<file path="src/rtl/rxq_pkg.sv">
package rxq_pkg;

    localparam int STAT_W = 16;
    localparam int LEN_W  = 11;
    localparam int CODE_W = 4;

    typedef enum logic [CODE_W-1:0] {
        RX_ERR_NONE     = 4'b0000,
        RX_ERR_DRIBBLE  = 4'b0010,
        RX_ERR_OVERRUN  = 4'b1000,
        RX_ERR_OVERSIZE = 4'b1001,
        RX_ERR_RUNT     = 4'b1011,
        RX_ERR_ALIGN    = 4'b1100,
        RX_ERR_CRC      = 4'b1101
    } rx_err_e;

    typedef struct packed {
        rx_err_e            code;
        logic [LEN_W-1:0]   len;
    } rx_entry_t;

    // Normalise a raw error class; an oversized frame overrides it.
    function automatic rx_err_e map_err(input logic [CODE_W-1:0] raw,
                                        input logic oversize);
        rx_err_e r;
        if (oversize) begin
            r = RX_ERR_OVERSIZE;
        end else begin
            case (raw)
                4'b1000: r = RX_ERR_OVERRUN;
                4'b1001: r = RX_ERR_OVERSIZE;
                4'b1011: r = RX_ERR_RUNT;
                4'b1100: r = RX_ERR_ALIGN;
                4'b1101: r = RX_ERR_CRC;
                4'b0010: r = RX_ERR_DRIBBLE;
                default: r = RX_ERR_NONE;
            endcase
        end
        return r;
    endfunction

    // Build the host-visible word from the queue head or the arriving frame.
    function automatic logic [STAT_W-1:0] pack_status(input logic empty,
                                                      input rx_entry_t head,
                                                      input logic [LEN_W-1:0] partial);
        logic [STAT_W-1:0] w;
        if (empty) w = {1'b1, {CODE_W{1'b0}}, partial};
        else       w = {1'b0, head};
        return w;
    endfunction

endpackage

</file>
<file path="src/rtl/rxq_frame_acc.sv">
module rxq_frame_acc
    import rxq_pkg::*;
#(
    parameter int CNT_W     = 12,
    parameter int MAX_FRAME = 1514
) (
    input  logic               clk,
    input  logic               clr,
    input  logic               byte_in,
    input  logic               end_in,
    input  logic [CODE_W-1:0]  err_in,
    input  logic               full,
    output logic               receiving,
    output logic [LEN_W-1:0]   partial_len,
    output logic               push,
    output rx_entry_t          push_entry
);

    localparam logic [CNT_W-1:0] CNT_TOP   = '1;
    localparam logic [CNT_W-1:0] FRAME_LIM = CNT_W'(MAX_FRAME);

    logic [CNT_W-1:0] cnt_q;
    logic [CNT_W-1:0] cnt_nx;
    logic             active_q;
    logic             take_byte;
    logic             oversize;

    function automatic logic [LEN_W-1:0] clamp_len(input logic [CNT_W-1:0] v);
        logic [LEN_W-1:0] r;
        if (v > FRAME_LIM) r = LEN_W'(MAX_FRAME);
        else               r = v[LEN_W-1:0];
        return r;
    endfunction

    always_comb begin
        take_byte = byte_in && (active_q || !full);
        cnt_nx    = cnt_q;
        if (take_byte && cnt_q != CNT_TOP) cnt_nx = cnt_q + 1'b1;
        oversize        = cnt_nx > FRAME_LIM;
        push            = end_in && !full;
        push_entry.code = map_err(err_in, oversize);
        push_entry.len  = clamp_len(cnt_nx);
    end

    always_ff @(posedge clk) begin
        if (clr) begin
            cnt_q    <= '0;
            active_q <= 1'b0;
        end else if (end_in) begin
            cnt_q    <= '0;
            active_q <= 1'b0;
        end else if (take_byte) begin
            cnt_q    <= cnt_nx;
            active_q <= 1'b1;
        end
    end

    assign receiving   = active_q;
    assign partial_len = clamp_len(cnt_q);

endmodule

</file>
<file path="src/rtl/rxq_status_fifo.sv">
module rxq_status_fifo
    import rxq_pkg::*;
#(
    parameter int DEPTH = 8
) (
    input  logic                        clk,
    input  logic                        clr,
    input  logic                        push,
    input  rx_entry_t                   push_entry,
    input  logic                        pop,
    output rx_entry_t                   head,
    output logic [$clog2(DEPTH+1)-1:0]  count,
    output logic                        full,
    output logic                        empty,
    output logic                        pop_done
);

    localparam int PTR_W = (DEPTH > 1) ? $clog2(DEPTH) : 1;
    localparam int CW    = $clog2(DEPTH+1);

    logic [PTR_W-1:0] wr_ptr_q;
    logic [PTR_W-1:0] rd_ptr_q;
    logic [CW-1:0]    count_q;
    logic             do_push;
    logic             do_pop;
    rx_entry_t        cell_vec [DEPTH];

    function automatic logic [PTR_W-1:0] bump(input logic [PTR_W-1:0] p);
        logic [PTR_W-1:0] r;
        if (p == PTR_W'(DEPTH-1)) r = '0;
        else                      r = p + 1'b1;
        return r;
    endfunction

    assign full     = count_q == CW'(DEPTH);
    assign empty    = count_q == '0;
    assign do_push  = push && !full;
    assign do_pop   = pop && !empty;
    assign pop_done = do_pop;

    for (genvar g = 0; g < DEPTH; g++) begin : g_slot
        rx_entry_t cell_q;
        always_ff @(posedge clk) begin
            if (do_push && wr_ptr_q == PTR_W'(g)) cell_q <= push_entry;
        end
        assign cell_vec[g] = cell_q;
    end

    always_ff @(posedge clk) begin
        if (clr) begin
            wr_ptr_q <= '0;
            rd_ptr_q <= '0;
            count_q  <= '0;
        end else begin
            if (do_push) wr_ptr_q <= bump(wr_ptr_q);
            if (do_pop)  rd_ptr_q <= bump(rd_ptr_q);
            case ({do_push, do_pop})
                2'b10:   count_q <= count_q + 1'b1;
                2'b01:   count_q <= count_q - 1'b1;
                default: count_q <= count_q;
            endcase
        end
    end

    assign head  = cell_vec[rd_ptr_q];
    assign count = count_q;

endmodule

</file>
<file path="src/rtl/rxq_read_guard.sv">
module rxq_read_guard
    import rxq_pkg::*;
#(
    parameter int RD_UNIT = 2
) (
    input  logic              clk,
    input  logic              clr,
    input  logic              rd,
    input  logic              pop,
    input  logic [LEN_W-1:0]  readable,
    output logic              underrun
);

    localparam int PW = LEN_W + 1;

    logic [PW-1:0] ptr_q;
    logic [PW-1:0] ptr_step;
    logic          past_end;
    logic          unr_q;

    assign ptr_step = ptr_q + PW'(RD_UNIT);
    assign past_end = ptr_step > {1'b0, readable};

    always_ff @(posedge clk) begin
        if (clr) begin
            ptr_q <= '0;
            unr_q <= 1'b0;
        end else begin
            if (rd && past_end) unr_q <= 1'b1;
            if (pop)                    ptr_q <= '0;
            else if (rd && !past_end)   ptr_q <= ptr_step;
        end
    end

    assign underrun = unr_q;

endmodule

</file>
<file path="src/rtl/rx_pkt_status_queue.sv">
module rx_pkt_status_queue
    import rxq_pkg::*;
#(
    parameter int DEPTH     = 8,
    parameter int MAX_FRAME = 1514,
    parameter int CNT_W     = 12,
    parameter int RD_UNIT   = 2
) (
    input  logic         clk,
    input  logic         rst,
    input  logic         mac_byte,
    input  logic         mac_end,
    input  logic [3:0]   mac_err,
    input  logic         host_discard,
    input  logic         host_rx_reset,
    input  logic         host_read,
    output logic [15:0]  status_word,
    output logic         receiving,
    output logic         status_overrun,
    output logic         rd_underrun,
    output logic         adapter_fail
);

    localparam int FC_W = $clog2(DEPTH+1);

    logic              clr;
    logic              q_full;
    logic              q_empty;
    logic              q_pop_done;
    logic              acc_push;
    rx_entry_t         acc_entry;
    rx_entry_t         q_head;
    logic [LEN_W-1:0]  acc_partial;
    logic [LEN_W-1:0]  readable;
    logic [FC_W-1:0]   fifo_count;
    logic              unr;

    assign clr = rst || host_rx_reset;

    rxq_frame_acc #(
        .CNT_W     (CNT_W),
        .MAX_FRAME (MAX_FRAME)
    ) u_acc (
        .clk         (clk),
        .clr         (clr),
        .byte_in     (mac_byte),
        .end_in      (mac_end),
        .err_in      (mac_err),
        .full        (q_full),
        .receiving   (receiving),
        .partial_len (acc_partial),
        .push        (acc_push),
        .push_entry  (acc_entry)
    );

    rxq_status_fifo #(
        .DEPTH (DEPTH)
    ) u_fifo (
        .clk        (clk),
        .clr        (clr),
        .push       (acc_push),
        .push_entry (acc_entry),
        .pop        (host_discard),
        .head       (q_head),
        .count      (fifo_count),
        .full       (q_full),
        .empty      (q_empty),
        .pop_done   (q_pop_done)
    );

    assign readable = q_empty ? acc_partial : q_head.len;

    rxq_read_guard #(
        .RD_UNIT (RD_UNIT)
    ) u_guard (
        .clk      (clk),
        .clr      (clr),
        .rd       (host_read),
        .pop      (q_pop_done),
        .readable (readable),
        .underrun (unr)
    );

    assign status_word    = pack_status(q_empty, q_head, acc_partial);
    assign status_overrun = q_full;
    assign rd_underrun    = unr;
    assign adapter_fail   = unr;

endmodule

</file>
<file path="config.mk">
export PLATFORM = sky130hd
export DESIGN_NAME = rx_pkt_status_queue
export DESIGN_NICKNAME = d
export VERILOG_FILES = /design/src/rtl/rxq_pkg.sv /design/src/rtl/rxq_frame_acc.sv /design/src/rtl/rxq_status_fifo.sv /design/src/rtl/rxq_read_guard.sv /design/src/rtl/rx_pkt_status_queue.sv
export SDC_FILE = /design/constraint.sdc
export NUM_CORES = 1
export LEC_CHECK = 0
export BUFFER_PORTS_ARGS = -buffer_cell sky130_fd_sc_hd__buf_4
export CORE_AREA = 3 3 166 168
export CTS_CLUSTER_SIZE = 25
export DETAILED_ROUTE_END_ITERATION = 12
export DIE_AREA = 0 0 169 171
export GPL_TIMING_DRIVEN = 0
export PLACE_DENSITY = 0.54
export SYNTH_ARGS = -nofsm -noshare
export SYNTH_HDL_FRONTEND = slang
export SYNTH_SLANG_ARGS = --single-unit
</file>
<file path="constraint.sdc">
create_clock -name clk -period 4.15 [get_ports clk]
set_input_delay 0.2075 -clock clk [delete_from_list [all_inputs] [get_ports clk]]
set_output_delay 0.2075 -clock clk [all_outputs]
set_load 0.005 [all_outputs]
</file>
Word-level counts from Yosys, hierarchy flattened
Index checks and enable logic that the tools add are counted.
- add/sub/neg operators: 6
- bitwise logic cells: 1
- equality and inequality tests: 18
- order comparisons: 4
- reductions and logical operators: 25
- muxes and demuxes: 13
- operators by type and width (kind ; count):
    $bmux 15 s3 ; 1
    $mux 11 ; 3
    $mux 15 ; 2
    $eq 4x4->1 const B ; 6
    $gt 12x11->1 const B ; 2
    $pmux 4 s6 ; 1
    $mux 16 ; 1
    $eq 3x3->1 const B ; 5
    $logic_and 1x1->1 ; 15
    $add 12x1->12 const B ; 1
    $add 12x2->12 const B ; 1
    $gt 12x11->1 ; 1
    $mux 12 ; 1
    $ne 12x12->1 const B ; 1
    $pmux 4 s2 ; 1
    $add 3x1->3 const B ; 2
    $eq 3x2->1 const B ; 2
    $mux 3 ; 2
    $add 4x1->4 const B ; 1
    $eq 4x2->1 const B ; 1
    $ge 4x4->1 const B ; 1
    $logic_not 4->1 ; 1
    $mux 4 ; 1
    $not 3->4 ; 1
    other kinds (9) ; 13
- flip-flop bits (word level): 156
- input port bits: 11
- word-level logic and storage cells: 90

Depth between registers and ports, before layout
- depth after elaboration: 8
- depth in mapped cells: 15
- mapped depth without buffers: 13

Cells and area by module
A second synthesis with hierarchy kept.
- cell total of the unflattened synthesis: 554
- area, all modules: 7646.1 µm²
- modules (own cells, without submodules) (module ; cells an instance ; area an instance (µm²) ; times used):
    rxq_status_fifo ; 253 ; 5266.3 ; 1
    rxq_frame_acc ; 166 ; 1202.4 ; 1
    rxq_read_guard ; 115 ; 943.4 ; 1
    rx_pkt_status_queue ; 20 ; 234.0 ; 1

Worst setup path after synthesis
No wires, ideal clock.
- path kind: reg2reg
- start: reg u_fifo.rd_ptr_q[1]
- end: reg u_guard.ptr_q[10]
- required time: 4.017 ns
- path buffers: 3
- slack: 0.856 ns
- arrival time: 3.161 ns
- clock period less this slack: 3.294 ns
- stages on the path, launching flop included: 14
- cell sequence: dfxtp_1 -> clkbuf_1 -> clkbuf_1 -> mux4_2 -> mux2i_1 -> o22ai_1 -> inv_1 -> ha_1 -> nand3_1 -> nor3_1 -> a21boi_0 -> o211a_1 -> clkbuf_1 -> o211ai_1
- longest elaborated chain between the ends: 8
- RTL lines (item ; line ; RTL):
    from (decl) ; rxq_status_fifo.sv:22 ; logic [PTR_W-1:0] rd_ptr_q;
    from (signal assigned) ; rxq_status_fifo.sv:56 ; if (do_pop) rd_ptr_q <= bump(rd_ptr_q);
    $not 3->4 (implied by the code) ; rxq_status_fifo.sv:65 ; assign head = cell_vec[rd_ptr_q];
    $bmux 15 s3 ; rxq_status_fifo.sv:65 ;
    $mux 15 (implied by the code) (2 in a row) ; rxq_status_fifo.sv:65 ;
    $mux 11 ; rx_pkt_status_queue.sv:71 ; assign readable = q_empty ? acc_partial : q_head.len;
    $gt 12x11->1 ; rxq_read_guard.sv:22 ; assign past_end = ptr_step > {1'b0, readable};
    $logic_not 1->1 ; rxq_read_guard.sv:31 ; else if (rd && !past_end) ptr_q <= ptr_step;
    $logic_and 1x1->1 ; rxq_read_guard.sv:31 ;
    to (signal assigned) ; rxq_read_guard.sv:31 ;
    to (decl) ; rxq_read_guard.sv:16 ; logic [PW-1:0] ptr_q;
Every way passes these cells. The select of a mux whose other input is x is not followed.
A chain may end at the register's enable or synchronous reset.

Worst setup path in the final report
- start: reg u_fifo.rd_ptr_q[1]
- end: reg u_guard.unr_q, in the netlist u_guard.underrun
- longest elaborated chain between the ends: 7
- RTL lines (item ; line ; RTL):
    $not 3->4 (implied by the code) ; rxq_status_fifo.sv:65 ;
    $bmux 15 s3 ; rxq_status_fifo.sv:65 ;
    $mux 15 (implied by the code) (2 in a row) ; rxq_status_fifo.sv:65 ;
    $mux 11 ; rx_pkt_status_queue.sv:71 ;
    $gt 12x11->1 ; rxq_read_guard.sv:22 ;
    $logic_and 1x1->1 ; rxq_read_guard.sv:29 ; if (rd && past_end) unr_q <= 1'b1;
    to (signal assigned) ; rxq_read_guard.sv:27 ; unr_q <= 1'b0;
    to (signal assigned) ; rxq_read_guard.sv:29 ;
    to (decl) ; rxq_read_guard.sv:19 ; logic unr_q;
Every way passes these cells. The select of a mux whose other input is x is not followed.

==> results_dict.tcl <==
set metrics [dict create \
    p_per_area_mw_per_mm2 400 \
    leakagePower_uw 0.00306 \
    design.portCount 31 \
    io_buffer_count 30 \
    dr.pass1.iters 4 \
    reg2reg_from "u_fifo.rd_ptr_q[1]" \
    finalCriticalPeriod_ns 3.81 \
    fin_area_mm2 0.00880 \
    drc 0 \
    startpoint "u_fifo.rd_ptr_q[1]" \
    clkLatencyLatePin_ns 0.44 \
    cts-root-buf "clkbuf_16" \
    grt_pass1_wl_mm 27.9 \
    start_util_pct 28.9 \
    dp_hpwl_mm 12.4 \
    crit_required_ns 4.49 \
    synth_warnings 0 \
    vias 4865 \
    detail-route-antenna-nets 0 \
    grt_overflow_total 0 \
    worstSetupPathType "register to register" \
    finalClockSkew_ns 0.0196 \
    hold_viol 0 \
    post_cts_buffers 0 \
    ir_worst_vdd_mv 0.278 \
    globalplace.congestion 0.798 \
    finalSetupTns_ns 0 \
    cts_tree "yes" \
    regToRegSetupSlack_ns 0.34 \
    die-area_mm2 0.0289 \
    postSynthAreaPerCell_um2 12.9 \
    diodes 0 \
    r2r_end "u_guard.underrun" \
    h-tree-depth 4 \
    slew_headroom_pct 31.7 \
    synth-async-reset-ratio_pct 0 \
    clock-sinks 155 \
    ys.flop_type "edfxtp_1" \
    hold_path_class "primary input to register" \
    placementRows 59 \
    fmax_mhz 263 \
    dieHeight_um 171 \
    drv_cap 0 \
    yosysSeqAreaShare_pct 57.1 \
    syn_inst 583 \
    clock_path_buffers 2 \
    rsz0062_at_grt "false" \
    status "complete, no violations" \
    groute.usage.overall_pct 12.8 \
    end_kind "register" \
    grt_max_degree 19 \
    final_common_cell "edfxtp_1" \
    reg2reg_depth 13 \
    antenna_found_initial 0 \
    syn-cell-area_mm2 0.00754 \
    path_max_fanout 10 \
    timing.final.crit_share_pct 91.7 \
    cp.arrival_ns 4.15 \
    ys_seq_elements 155 \
    drive_gt1_share_pct 20.2 \
    start_kind "register" \
    hold_slack_ns 0.116 \
    setup_viol 0 \
    layout_common_cells "edfxtp_1, nand2_1, dfxtp_1" \
    synth_edf_count 120 \
    synth_cell_types 60 \
    die_w_um 169 \
    hold_depth 3 \
    holdPathEnd "u_acc.receiving" \
    clkTransAtPathRegs_ns 0.07 \
    core_mm2 0.0261 \
    syn_nets 619 \
    worst_pin_slew_ns 1.02 \
    grt_pass1_vias 4684 \
    avgViaCountPerCell 4.97 \
    cts_made_buffers 17 \
    placed_area_mm2 0.00819 \
    min_from "mac_byte" \
    drtIter0Drc 338 \
    slew_violations 0 \
    area_growth_pct 16.7 \
    totalWireLength_mm 18.1 \
    nets 667 \
    fin_util_pct 33.8 \
    routedWlPerCell_um 18.5 \
]
==> logic make-up (layout without fill, tap and decap cells) <==
family	Yosys count	count (layout)	synth area share, %
XOR/XNOR	18	18	2.09
AO/OA/AOI/OAI	93	93	9.03
adder cells (fa/ha/maj)	25	25	4.25
multiplexers	54	54	12.2
buffers and inverters	62	123	3.47
AND/OR/NAND/NOR	176	176	11.9
flip-flops	155	155	57.1
==> power by group <==
part	leakage (µW)	switching [µW]	internal, µW
Clock	0.000286	740	812
Combinational	0.00147	166	106
Sequential	0.00131	10.7	1680
==> cell type report <==
cell class,count,area [µm²]
multi-input cells,366,2990
well taps,335,419
clock buffers,17,425
clock inverters,15,169
inverters,30,118
fillers,2540,17300
repair buffers,30,225
plain buffers,31,153
flip-flops and latches,155,4300
==> worst max-delay path by stage <==
stage	endpoint	slack, ns
6_report	u_guard.underrun	0.34
3_5_place_dp	u_guard.ptr_q[3]	-0.53
4_1_cts	u_guard.ptr_q[3]	0.07
2_1_floorplan	u_guard.ptr_q[10]	0.86
5_1_grt	u_guard.ptr_q[5]	0.01
3_3_place_gp	u_guard.ptr_q[10]	-0.50
==> critical path, cell delays in order (launching register included) <==
cell and delay [ns]:
dfxtp_1 0.47, clkbuf_2 0.35, buf_2 0.37, mux4_2 0.34
mux2i_1 0.26, o22ai_1 0.20, inv_1 0.10, ha_1 0.14
nand3_1 0.13, or3_1 0.42, and3_1 0.20, clkbuf_1 0.24
a211o_1 0.34, o21ai_0 0.14
==> registers in the layout, indices dropped and copies added, names as in the netlist <==
register          cells
u_fifo.cell_vec     120
u_acc.cnt_q          12
u_guard.ptr_q        11
u_fifo.count          4
u_fifo.rd_ptr_q       3
u_fifo.wr_ptr_q       3
u_acc.receiving       1
u_guard.underrun      1
==> cells in the mapped netlist (7+ instances only) <==
cell,instances,area share (%)
nand2_1,52,2.6
nor2_1,32,1.6
o211a_1,10,1.3
inv_1,29,1.4
buf_2,7,0.46
nor4_1,9,0.75
a21oi_1,26,1.7
clkbuf_1,21,1.0
o211ai_1,13,1.3
nor3_1,10,0.66
mux2i_1,19,2.5
nand3_1,22,1.5
ha_1,24,4.0
edfxtp_1,120,48
mux4_2,30,9.0
o21ai_0,10,0.66
and3_1,13,1.1
dfxtp_1,35,9.3
xnor2_1,14,1.6
==> layer usage <==
| metal | wire, µm | vias to the layer above | GRT usage [%] | part of all wire (%) |
|---|---|---|---|---|
| met3 | 705 | 18 | 2.56 | 3.9 |
| met1 | 8370 | 2433 | 17.4 | 46 |
| met4 | 199 | 0 | 3.60 | 1.1 |
| li1 | - | 2327 | - | - |
| met2 | 8830 | 87 | 21.0 | 49 |
| met5 | 0 | - | 0 | 0 |
==> stage by stage <==
| step | std cells | worst slack (ns) | total power, µW |
|---|---|---|---|
| after global routing | 979 | 0.0132 | 3650 |
| final | 979 | 0.343 | 3520 |
| after floorplan | 583 | 0.856 | 1890 |
| after global placement | 948 | -0.501 | 2000 |
| after detailed placement | 948 | -0.527 | 2000 |
| after CTS | 980 | 0.0657 | 3550 |
==> what timing repair did <==
action,CTS,global route
gates cloned,0,0
resized for setup,7,7
hold buffers,0,0
setup endpoints to repair,11,8
Note: power is estimated with default switching activity, not from simulation.
